File: src/rtl/bht_pkg.sv
package bht_pkg;
  typedef enum logic [1:0] {
    ST_SNT = 2'b00,
    ST_WNT = 2'b01,
    ST_WT  = 2'b10,
    ST_ST  = 2'b11
  } bht_state_e;

  localparam bht_state_e ALLOC_STATE = ST_WT;
endpackage

File: src/rtl/bht_ctr_next.sv
module bht_ctr_next
  import bht_pkg::*;
(
  input  bht_state_e cur_i,
  input  logic       taken_i,
  input  logic       single_bit_i,
  output bht_state_e nxt_o
);
  always_comb begin
    if (single_bit_i) begin
      nxt_o = taken_i ? ST_ST : ST_SNT;
    end else begin
      unique case (cur_i)
        ST_SNT:  nxt_o = taken_i ? ST_WNT : ST_SNT;
        ST_WNT:  nxt_o = taken_i ? ST_ST  : ST_SNT;  // wrong from weak: jump
        ST_WT:   nxt_o = taken_i ? ST_ST  : ST_SNT;  // wrong from weak: jump
        default: nxt_o = taken_i ? ST_ST  : ST_WT;
      endcase
    end
  end
endmodule

File: src/rtl/bht_store.sv
module bht_store
  import bht_pkg::*;
#(
  parameter int IDX_W = 4,
  parameter int TAG_W = 26,
  parameter int PC_W  = 32
) (
  input  logic              clk_i,
  input  logic              rst_ni,
  input  logic [IDX_W-1:0]  rd_idx_i,
  output logic              rd_valid_o,
  output logic [TAG_W-1:0]  rd_tag_o,
  output bht_state_e        rd_state_o,
  output logic [PC_W-1:0]   rd_target_o,
  input  logic [IDX_W-1:0]  up_idx_i,
  output logic              up_valid_o,
  output logic [TAG_W-1:0]  up_tag_o,
  output bht_state_e        up_state_o,
  output logic [PC_W-1:0]   up_target_o,
  input  logic              wr_en_i,
  input  logic [TAG_W-1:0]  wr_tag_i,
  input  bht_state_e        wr_state_i,
  input  logic [PC_W-1:0]   wr_target_i
);
  localparam int DEPTH = 1 << IDX_W;

  logic [DEPTH-1:0]            valid_q;
  logic [TAG_W-1:0]            tag_q    [DEPTH];
  bht_state_e                  state_q  [DEPTH];
  logic [PC_W-1:0]             target_q [DEPTH];

  for (genvar g = 0; g < DEPTH; g++) begin : g_entry
    always_ff @(posedge clk_i or negedge rst_ni) begin
      if (!rst_ni) begin
        valid_q[g]  <= 1'b0;
        tag_q[g]    <= '0;
        state_q[g]  <= ST_SNT;
        target_q[g] <= '0;
      end else if (wr_en_i && up_idx_i == IDX_W'(g)) begin
        valid_q[g]  <= 1'b1;
        tag_q[g]    <= wr_tag_i;
        state_q[g]  <= wr_state_i;
        target_q[g] <= wr_target_i;
      end
    end
  end

  // reads see pre-write contents
  assign rd_valid_o  = valid_q[rd_idx_i];
  assign rd_tag_o    = tag_q[rd_idx_i];
  assign rd_state_o  = state_q[rd_idx_i];
  assign rd_target_o = target_q[rd_idx_i];
  assign up_valid_o  = valid_q[up_idx_i];
  assign up_tag_o    = tag_q[up_idx_i];
  assign up_state_o  = state_q[up_idx_i];
  assign up_target_o = target_q[up_idx_i];
endmodule

File: src/rtl/bht_predictor.sv
module bht_predictor
  import bht_pkg::*;
#(
  parameter int PC_W  = 32,
  parameter int IDX_W = 4
) (
  input  logic            clk_i,
  input  logic            rst_ni,
  input  logic            single_bit_i,
  input  logic [PC_W-1:0] lk_pc_i,
  output logic            lk_hit_o,
  output logic            lk_taken_o,
  output logic [PC_W-1:0] lk_target_o,
  input  logic            upd_valid_i,
  input  logic [PC_W-1:0] upd_pc_i,
  input  logic            upd_taken_i,
  input  logic [PC_W-1:0] upd_target_i
);
  localparam int LSB   = 2;
  localparam int TAG_W = PC_W - IDX_W - LSB;

  logic [IDX_W-1:0] lk_idx, up_idx;
  logic [TAG_W-1:0] lk_tag, up_tag;
  logic             unused_pc_lsb;

  assign lk_idx = lk_pc_i[LSB +: IDX_W];
  assign up_idx = upd_pc_i[LSB +: IDX_W];
  assign lk_tag = lk_pc_i[PC_W-1 -: TAG_W];
  assign up_tag = upd_pc_i[PC_W-1 -: TAG_W];
  assign unused_pc_lsb = ^{lk_pc_i[LSB-1:0], upd_pc_i[LSB-1:0]};

  logic             rd_valid, ue_valid;
  logic [TAG_W-1:0] rd_tag, ue_tag;
  bht_state_e       rd_state, ue_state;
  logic [PC_W-1:0]  rd_target, ue_target;

  logic             wr_en;
  bht_state_e       wr_state, nxt_state;
  logic [PC_W-1:0]  wr_target;
  logic             upd_hit;

  bht_store #(.IDX_W(IDX_W), .TAG_W(TAG_W), .PC_W(PC_W)) u_store (
    .clk_i       (clk_i),
    .rst_ni      (rst_ni),
    .rd_idx_i    (lk_idx),
    .rd_valid_o  (rd_valid),
    .rd_tag_o    (rd_tag),
    .rd_state_o  (rd_state),
    .rd_target_o (rd_target),
    .up_idx_i    (up_idx),
    .up_valid_o  (ue_valid),
    .up_tag_o    (ue_tag),
    .up_state_o  (ue_state),
    .up_target_o (ue_target),
    .wr_en_i     (wr_en),
    .wr_tag_i    (up_tag),
    .wr_state_i  (wr_state),
    .wr_target_i (wr_target)
  );

  bht_ctr_next u_next (
    .cur_i        (ue_state),
    .taken_i      (upd_taken_i),
    .single_bit_i (single_bit_i),
    .nxt_o        (nxt_state)
  );

  // lookup
  always_comb begin
    lk_hit_o    = rd_valid && (rd_tag == lk_tag);
    lk_taken_o  = lk_hit_o && rd_state[1];
    lk_target_o = lk_taken_o ? rd_target : lk_pc_i + PC_W'(4);
  end

  // update / allocate
  always_comb begin
    upd_hit   = ue_valid && (ue_tag == up_tag);
    wr_en     = upd_valid_i && (upd_hit || upd_taken_i);
    wr_state  = upd_hit ? nxt_state : ALLOC_STATE;
    wr_target = upd_taken_i ? upd_target_i : ue_target;
  end
endmodule

File: config.mk
export PLATFORM = sky130hd
export DESIGN_NAME = bht_predictor
export DESIGN_NICKNAME = d
export VERILOG_FILES = /design/src/rtl/bht_pkg.sv /design/src/rtl/bht_ctr_next.sv /design/src/rtl/bht_store.sv /design/src/rtl/bht_predictor.sv
export SDC_FILE = /design/constraint.sdc
export NUM_CORES = 2
export LEC_CHECK = 0
export CAP_MARGIN = 20
export CELL_PAD_IN_SITES_DETAIL_PLACEMENT = 1
export CELL_PAD_IN_SITES_GLOBAL_PLACEMENT = 1
export CORE_MARGIN = 4
export CORE_UTILIZATION = 50
export CTS_CLUSTER_SIZE = 10
export DETAILED_ROUTE_END_ITERATION = 16
export PLACE_DENSITY_LB_ADDON = 0.1
export SYNTH_ARGS = -nofsm -noshare
export SYNTH_HDL_FRONTEND = slang
export SYNTH_SLANG_ARGS = --single-unit
File: constraint.sdc
create_clock -name clk_i -period 5.77 [get_ports clk_i]
set_input_delay 0.577 -clock clk_i [delete_from_list [all_inputs] [get_ports clk_i]]
set_output_delay 0.577 -clock clk_i [all_outputs]
set_load 0.02 [all_outputs]
### Yosys cells after proc, flatten, opt, wreduce, memory -nomap -nowiden

Index checks and enable logic that the tools add are counted.

| operators by class | value |
|---|---|
| eq/ne operators | 19 |
| order comparisons | 4 |
| reduce and logical (&&, ||, !) cells | 24 |
| bitwise operators | 2 |
| mux-type cells | 30 |
| add/subtract/negate cells | 1 |

Operators by type and width:

| operator | number |
|---|---|
| binary-select mux 32 bit (select 4 bit) | 2 |
| binary-select mux 26 bit (select 4 bit) | 2 |
| two-way mux 32 bit | 6 |
| two-way mux 26 bit | 4 |
| equality test 26 bit | 2 |
| adder 32 x 3 -> 32 bit (second input constant) | 1 |
| equality test 4 bit (second input constant) | 8 |
| logical AND 1 bit | 20 |
| binary-select mux 2 bit (select 4 bit) | 2 |
| equality test 4 x 3 -> 1 bit (second input constant) | 4 |
| two-way mux 2 bit | 7 |
| greater-or-equal comparator 5 bit (second input constant) | 2 |
| less-than comparator 4 x 5 -> 1 bit (second input constant) | 2 |
| inverter 4 -> 5 bit | 2 |
| binary-select mux 1 bit (select 4 bit) | 2 |
| equality test 4 x 2 -> 1 bit (second input constant) | 2 |
| equality test 4 x 1 -> 1 bit (second input constant) | 1 |
| zero test 4 bit | 1 |
| two-way mux 1 bit | 4 |
| one-hot mux 2 bit (2 select lines) | 1 |
| equality test 2 x 1 -> 1 bit (second input constant) | 1 |
| equality test 2 bit (second input constant) | 1 |
| zero test 2 bit | 1 |
| OR reduction 2 bit | 1 |
| logical OR 1 bit | 1 |

| storage, ports and cells | value |
|---|---|
| output and inout port bits | 34 |
| flip-flop bits (word level) | 976 |
| input bits | 101 |
| word-level logic and storage cells | 144 |

### Depth between registers and ports, before layout

| depth | value |
|---|---|
| depth after elaboration | 9 |
| depth in mapped cells | 17 |
| depth with buffers taken out | 9 |

### Modules after synthesis

From an unflattened synthesis, not the netlist that was laid out.

| second synthesis, totals | value |
|---|---|
| cells, all modules | 3,401 |
| area total of the unflattened synthesis | 52,203.8 µm² |

By module, submodules not included:

| module | area each (µm²) | instances | cells an instance | sequential area each (µm²) |
|---|---|---|---|---|
| bht_store | 50,216.9 | 1 | 3,163 | 24,423.4 |
| bht_predictor | 1,946.9 | 1 | 232 | 0.0 |
| bht_ctr_next | 40.0 | 1 | 6 | 0.0 |

### Worst setup path after synthesis

No wires, ideal clock.

| path | value |
|---|---|
| kind | input to register |
| from | input upd_pc_i[2] |
| to | register u_store.state_q[11] in the netlist's numbering |
| data required time | 5,637 ps |
| arrival | 4,985 ps |
| library setup time | 133 ps |
| slack | 652 ps |
| cell stages on the path | 16 |
| path buffers | 8 |
| cells stage by stage | buf_2 buf_4 buf_4 buf_2 buf_2 buf_1 clkbuf_1 mux4_2 mux4_2 inv_1 ha_1 o21ai_0 o311ai_0 nor3_1 clkbuf_1 a2bb2oi_1 |

| between the ends | value |
|---|---|
| word-level cells in the longest chain between the ends | 9 |

Ends and longest elaborated chain:

| element | RTL line | source |
|---|---|---|
| from (decl) | bht_predictor.sv:15 | `input logic [PC_W-1:0] upd_pc_i,` |
| inverter 4 -> 5 bit (not written as such) | bht_store.sv:54, bht_store.sv:55 |  |
| binary-select mux 2 bit (select 4 bit) / binary-select mux 26 bit (select 4 bit) (equally long branches) | bht_store.sv:55, bht_store.sv:54 |  |
| two-way mux 2 bit (not written as such) / two-way mux 26 bit (equally long branches) (2 in series) | bht_store.sv:55, bht_store.sv:54 |  |
| equality test 2 x 1 -> 1 bit (tied with other cells) | bht_ctr_next.sv:13 | `unique case (cur_i)` |
| OR reduction 2 bit (no line) / logical AND 1 bit (equally long branches) | -- |  |
| one-hot mux 2 bit (2 select lines) / logical OR 1 bit (equally long branches) | bht_ctr_next.sv:13, bht_predictor.sv:78 |  |
| two-way mux 2 bit / logical AND 1 bit (equally long branches) | bht_ctr_next.sv:10, bht_predictor.sv:78 |  |
| two-way mux 2 bit / logical AND 1 bit (equally long branches) | bht_predictor.sv:79, bht_store.sv:39 |  |
| to (signal, indexed assignment) | bht_store.sv:42 | `state_q[g] <= wr_state_i;` |
| to (decl) | bht_store.sv:29 | `bht_state_e state_q [DEPTH];` |

Several ways; a longest one is shown, not always the timed one. The select of a mux whose other input is x is not followed.
A chain may end at the register's enable or synchronous reset.

### Worst setup path in the final report

| path | value |
|---|---|
| from | register u_store.tag_q[362] in the netlist's numbering |
| to | output lk_target_o[30] |

| between the ends | value |
|---|---|
| word-level cells in the longest chain between the ends | 7 |

Ends and longest elaborated chain:

| element | RTL line | source |
|---|---|---|
| from (decl) | bht_store.sv:28 | `logic [TAG_W-1:0] tag_q [DEPTH];` |
| from (signal, indexed assignment) | bht_store.sv:41 | `tag_q[g] <= wr_tag_i;` |
| binary-select mux 26 bit (select 4 bit) | bht_store.sv:50 | `assign rd_tag_o = tag_q[rd_idx_i];` |
| two-way mux 26 bit (not written as such) (2 in series) | bht_store.sv:50 |  |
| equality test 26 bit | bht_predictor.sv:70 | `lk_hit_o = rd_valid && (rd_tag == lk_tag);` |
| logical AND 1 bit | bht_predictor.sv:70 |  |
| logical AND 1 bit | bht_predictor.sv:71 | `lk_taken_o = lk_hit_o && rd_state[1];` |
| two-way mux 32 bit | bht_predictor.sv:72 | `lk_target_o = lk_taken_o ? rd_target : lk_pc_i + PC_W'(4);` |
| to (decl) | bht_predictor.sv:13 | `output logic [PC_W-1:0] lk_target_o,` |

Every way passes these cells. The select of a mux whose other input is x is not followed.

==> results.cfg <==
[synth]
synth_edf_count = 0
synth_async_sr_flop_share_pct = 100.0
netlist-cell-type-count = 69
synth_fp_nets = 3769
synth_top_cell_by_area = sky130_fd_sc_hd__dfrtp_1
synth_area_per_cell_um2 = 14.79
synthTopCellsByArea = sky130_fd_sc_hd__dfrtp_1 45%, sky130_fd_sc_hd__mux4_2 20%, sky130_fd_sc_hd__mux2_2 20%
synth_seq_area_share_pct = 45.03
syn-instance-count = 3666
mappedNetlistArea_um2 = 54240
ys_dominant_reg_cell = sky130_fd_sc_hd__dfrtp_1
count_of_state_elements_after_synthesis = 976
synth_warnings = 0
synth_top_area_share_pct = 45.03

[sta]
final-max-slew-violation-count = 0
timing.final.setup_violations = 0
grt_setup_unrepaired = false
hold_viol = 0
max_freq_mhz = 177.6
worst_pin_slew_ps = 990.7
final_period_minus_worst_setup_slack_ps = 5630
headroom_to_the_max_slew_limit_pct = 33.95
timing.clock.skew_ps = 27.89
period_share_pct = 97.57

[grt]
top_usage_layer = met2
grt_overflow_total = 0
global_routing_usage_summed_across_all_routing_layers_pct = 33.01
grt_pass1_vias = 39140
use_met3_pct = 6.409
antenna_found_initial = 10
wire_length_of_the_first_global_routing_pass_mm = 275.4
use_met1_pct = 45.08
grt_max_degree = 161
grtUsageMet2_pct = 52.82

[min_path]
hold_path_class = primary input to register
holdPathEnd = u_store.state_q[2]
worstHoldStart = upd_taken_i
hold_depth = 3

[worst_setup_path]
largest_fanout_on_the_critical_path = 16
worstReg2RegEnd = u_store.target_q[188]
r2r_start = u_store.tag_q[133]
start_kind = register
cp.required_ps = 5190
cp-end-kind = primary output
r2r.worst_path.cells = 9
critPathKind = register to primary output
r2r_slack_ps = 1410
worst_ep_arrival_time_ps = 5050

[placement]
gpl.final_weighted_congestion = 0.9519
dp_hpwl_mm = 117.2
io_buffer_count = 132
dpl_cell_area_um2 = 57610

[power_and_ir_drop]
powerDensity_nw_per_um2 = 332.6
ir_drop_mv = 0.2748
static-leakage-power_nw = 26.40
p_total_mw = 20.30

[floorplan]
ios = 135
die_w_um = 337.4
die_area_um2 = 113800
fp.coreArea_um2 = 107400
floorplan.die.height_um = 337.4
placementRows = 120
floorplan.initialDensity_pct = 50.52

[drt]
vias_per_cell = 6.874
initialDrtViolationCount = 3028
route.detailed.wl_per_inst_um = 35.84
routed_antenna_nets = 0
route.final.wire_length_mm = 186.1
drc = 0
drt_pre_antenna_iters = 5
detailroute.via_count = 35700

[clock_tree]
clk_latency_ps = 720
numClockSinks = 976
number_of_buffers_created_by_cts = 114
cts_root_buffer = sky130_fd_sc_hd__clkbuf_16
clk_pin_slew_worst_paths_ps = 60
cts_htree_levels = 3
cts_tree = built
clock_tree.buffer_depth = 3

[final_layout]
fillers = 9850
areaGrowthSynthToFinish_pct = 12.51
layout_net_count = 3832
post_route_cells_drive_above_1_share_pct = 48.34
fin_area_um2 = 61020

[run]
maxCapViolCount = 0

[outcome]
run_status = finished, final reports clean
## worst max-delay path by stage
stage,startpoint,to,slack [ps],cells after the start
2_1_floorplan,upd_pc_i[2],u_store.state_q[11],650,16
3_3_place_gp,lk_pc_i[3],lk_target_o[16],-260,14
3_5_place_dp,lk_pc_i[3],lk_target_o[16],-140,14
4_1_cts,u_store.tag_q[336],lk_target_o[16],130,10
5_1_grt,u_store.tag_q[362],lk_target_o[2],30,10
6_report,u_store.tag_q[362],lk_target_o[30],140,10
## per-layer routing
layer  share of wire, %  routed length, µm  up-vias
met1                 41              75700    19640
met5                  0                  0        -
met4                4.3               8003        0
li1                   -                  -    14140
met2                 48              88470     1495
met3                7.5              13960      420
## final cells by class
| class | count | area, µm² | area share, % |
|---|---|---|---|
| Antenna cell | 6 | 15.01 | 0.02460 |
| Clock buffer | 164 | 3274 | 5.366 |
| Clock inverter | 7 | 101.3 | 0.1661 |
| Inverter | 25 | 98.84 | 0.1620 |
| Multi-Input combinational cell | 2306 | 28070 | 46.01 |
| Sequential cell | 976 | 24420 | 40.02 |
| Tap cell | 1403 | 1755 | 2.877 |
| Timing Repair Buffer | 306 | 3281 | 5.376 |
## layout by cell type (no fill, tap or decap), types with 35 or more instances in the layout
| master | instances |
|---|---|
| sky130_fd_sc_hd__buf_12 | 51 |
| sky130_fd_sc_hd__buf_4 | 122 |
| sky130_fd_sc_hd__clkbuf_16 | 117 |
| sky130_fd_sc_hd__clkdlybuf4s50_1 | 122 |
| sky130_fd_sc_hd__dfrtp_1 | 976 |
| sky130_fd_sc_hd__mux2_2 | 943 |
| sky130_fd_sc_hd__mux2i_1 | 147 |
| sky130_fd_sc_hd__mux4_2 | 488 |
| sky130_fd_sc_hd__nand2_1 | 186 |
| sky130_fd_sc_hd__nand3_1 | 35 |
| sky130_fd_sc_hd__nor2_1 | 42 |
| sky130_fd_sc_hd__o21ai_0 | 58 |
| sky130_fd_sc_hd__xnor2_1 | 58 |
| sky130_fd_sc_hd__xor2_1 | 37 |
## through the flow
step	setup WS [ps]	std cells	hold WS (ps)	utilization [%]	TNS (ps)
final	140.1	5193	273.8	56.84	0
after global routing	26.51	5187	256.6	56.83	0
after CTS	130.7	5186	240.6	56.83	0
after detailed placement	-141.5	5014	480.0	53.66	-3446
after global placement	-255.2	5014	465.7	53.66	-6763
after floorplan	651.8	3666	281.4	-	0
## Yosys cell counts (18+ instances only)
master,count
sky130_fd_sc_hd__mux2_4,29
sky130_fd_sc_hd__or2_2,18
sky130_fd_sc_hd__dfrtp_1,976
sky130_fd_sc_hd__buf_1,55
sky130_fd_sc_hd__xnor2_1,58
sky130_fd_sc_hd__a22oi_1,29
sky130_fd_sc_hd__mux4_2,488
sky130_fd_sc_hd__clkbuf_1,148
sky130_fd_sc_hd__mux2i_1,148
sky130_fd_sc_hd__and3_1,18
sky130_fd_sc_hd__inv_1,21
sky130_fd_sc_hd__nand2_1,186
sky130_fd_sc_hd__nor3_1,22
sky130_fd_sc_hd__buf_2,100
sky130_fd_sc_hd__buf_4,45
sky130_fd_sc_hd__nand3_1,35
sky130_fd_sc_hd__nor2_1,47
sky130_fd_sc_hd__o21ai_0,58
sky130_fd_sc_hd__mux2_2,943
sky130_fd_sc_hd__xor2_1,37
## power by group
part / internal [mW] / switching, mW
clock: 3.90 / 2.85
sequential: 8.06 / 0.986
combinational: 2.51 / 1.99
## state kept, by name, indices dropped and copies added, names as in the netlist
| register | count |
|---|---|
| u_store.state_q | 32 |
| u_store.tag_q | 416 |
| u_store.target_q | 512 |
| u_store.valid_q | 16 |
## what timing repair did
item / in CTS / in global routing
resized for setup: 3 / 0
buffers inserted: 0 / 0
hold buffers: 1 / 0
hold endpoints to repair: 67 / 0
setup endpoints to repair: 32 / 0
## cells by family (layout without fill, tap and decap cells)
kind of cell | after synthesis | in the layout | synth area share [%]
adder cells (fa/ha/maj) | 2 | 2 | 0.04613
AND/OR/NAND/NOR | 394 | 394 | 3.423
buffers and inverters | 384 | 502 | 3.433
XOR/XNOR | 95 | 95 | 1.534
multiplexers | 1622 | 1622 | 44.06
AO/OA/AOI/OAI | 193 | 193 | 2.478
other | 0 | 6 | 0
flip-flops | 976 | 976 | 45.03
## worst max-delay path, stage by stage, from the launching register on
cell	delay, ps
sky130_fd_sc_hd__dfrtp_1	400
sky130_fd_sc_hd__mux4_1	570
sky130_fd_sc_hd__mux4_2	490
sky130_fd_sc_hd__nand2_1	190
sky130_fd_sc_hd__o2111ai_1	140
sky130_fd_sc_hd__or4b_1	470
sky130_fd_sc_hd__or4_1	500
sky130_fd_sc_hd__or3_4	460
sky130_fd_sc_hd__buf_12	210
sky130_fd_sc_hd__mux2_4	320
sky130_fd_sc_hd__clkdlybuf4s50_1	570
No activity file was read; power rests on OpenSTA's default activity.
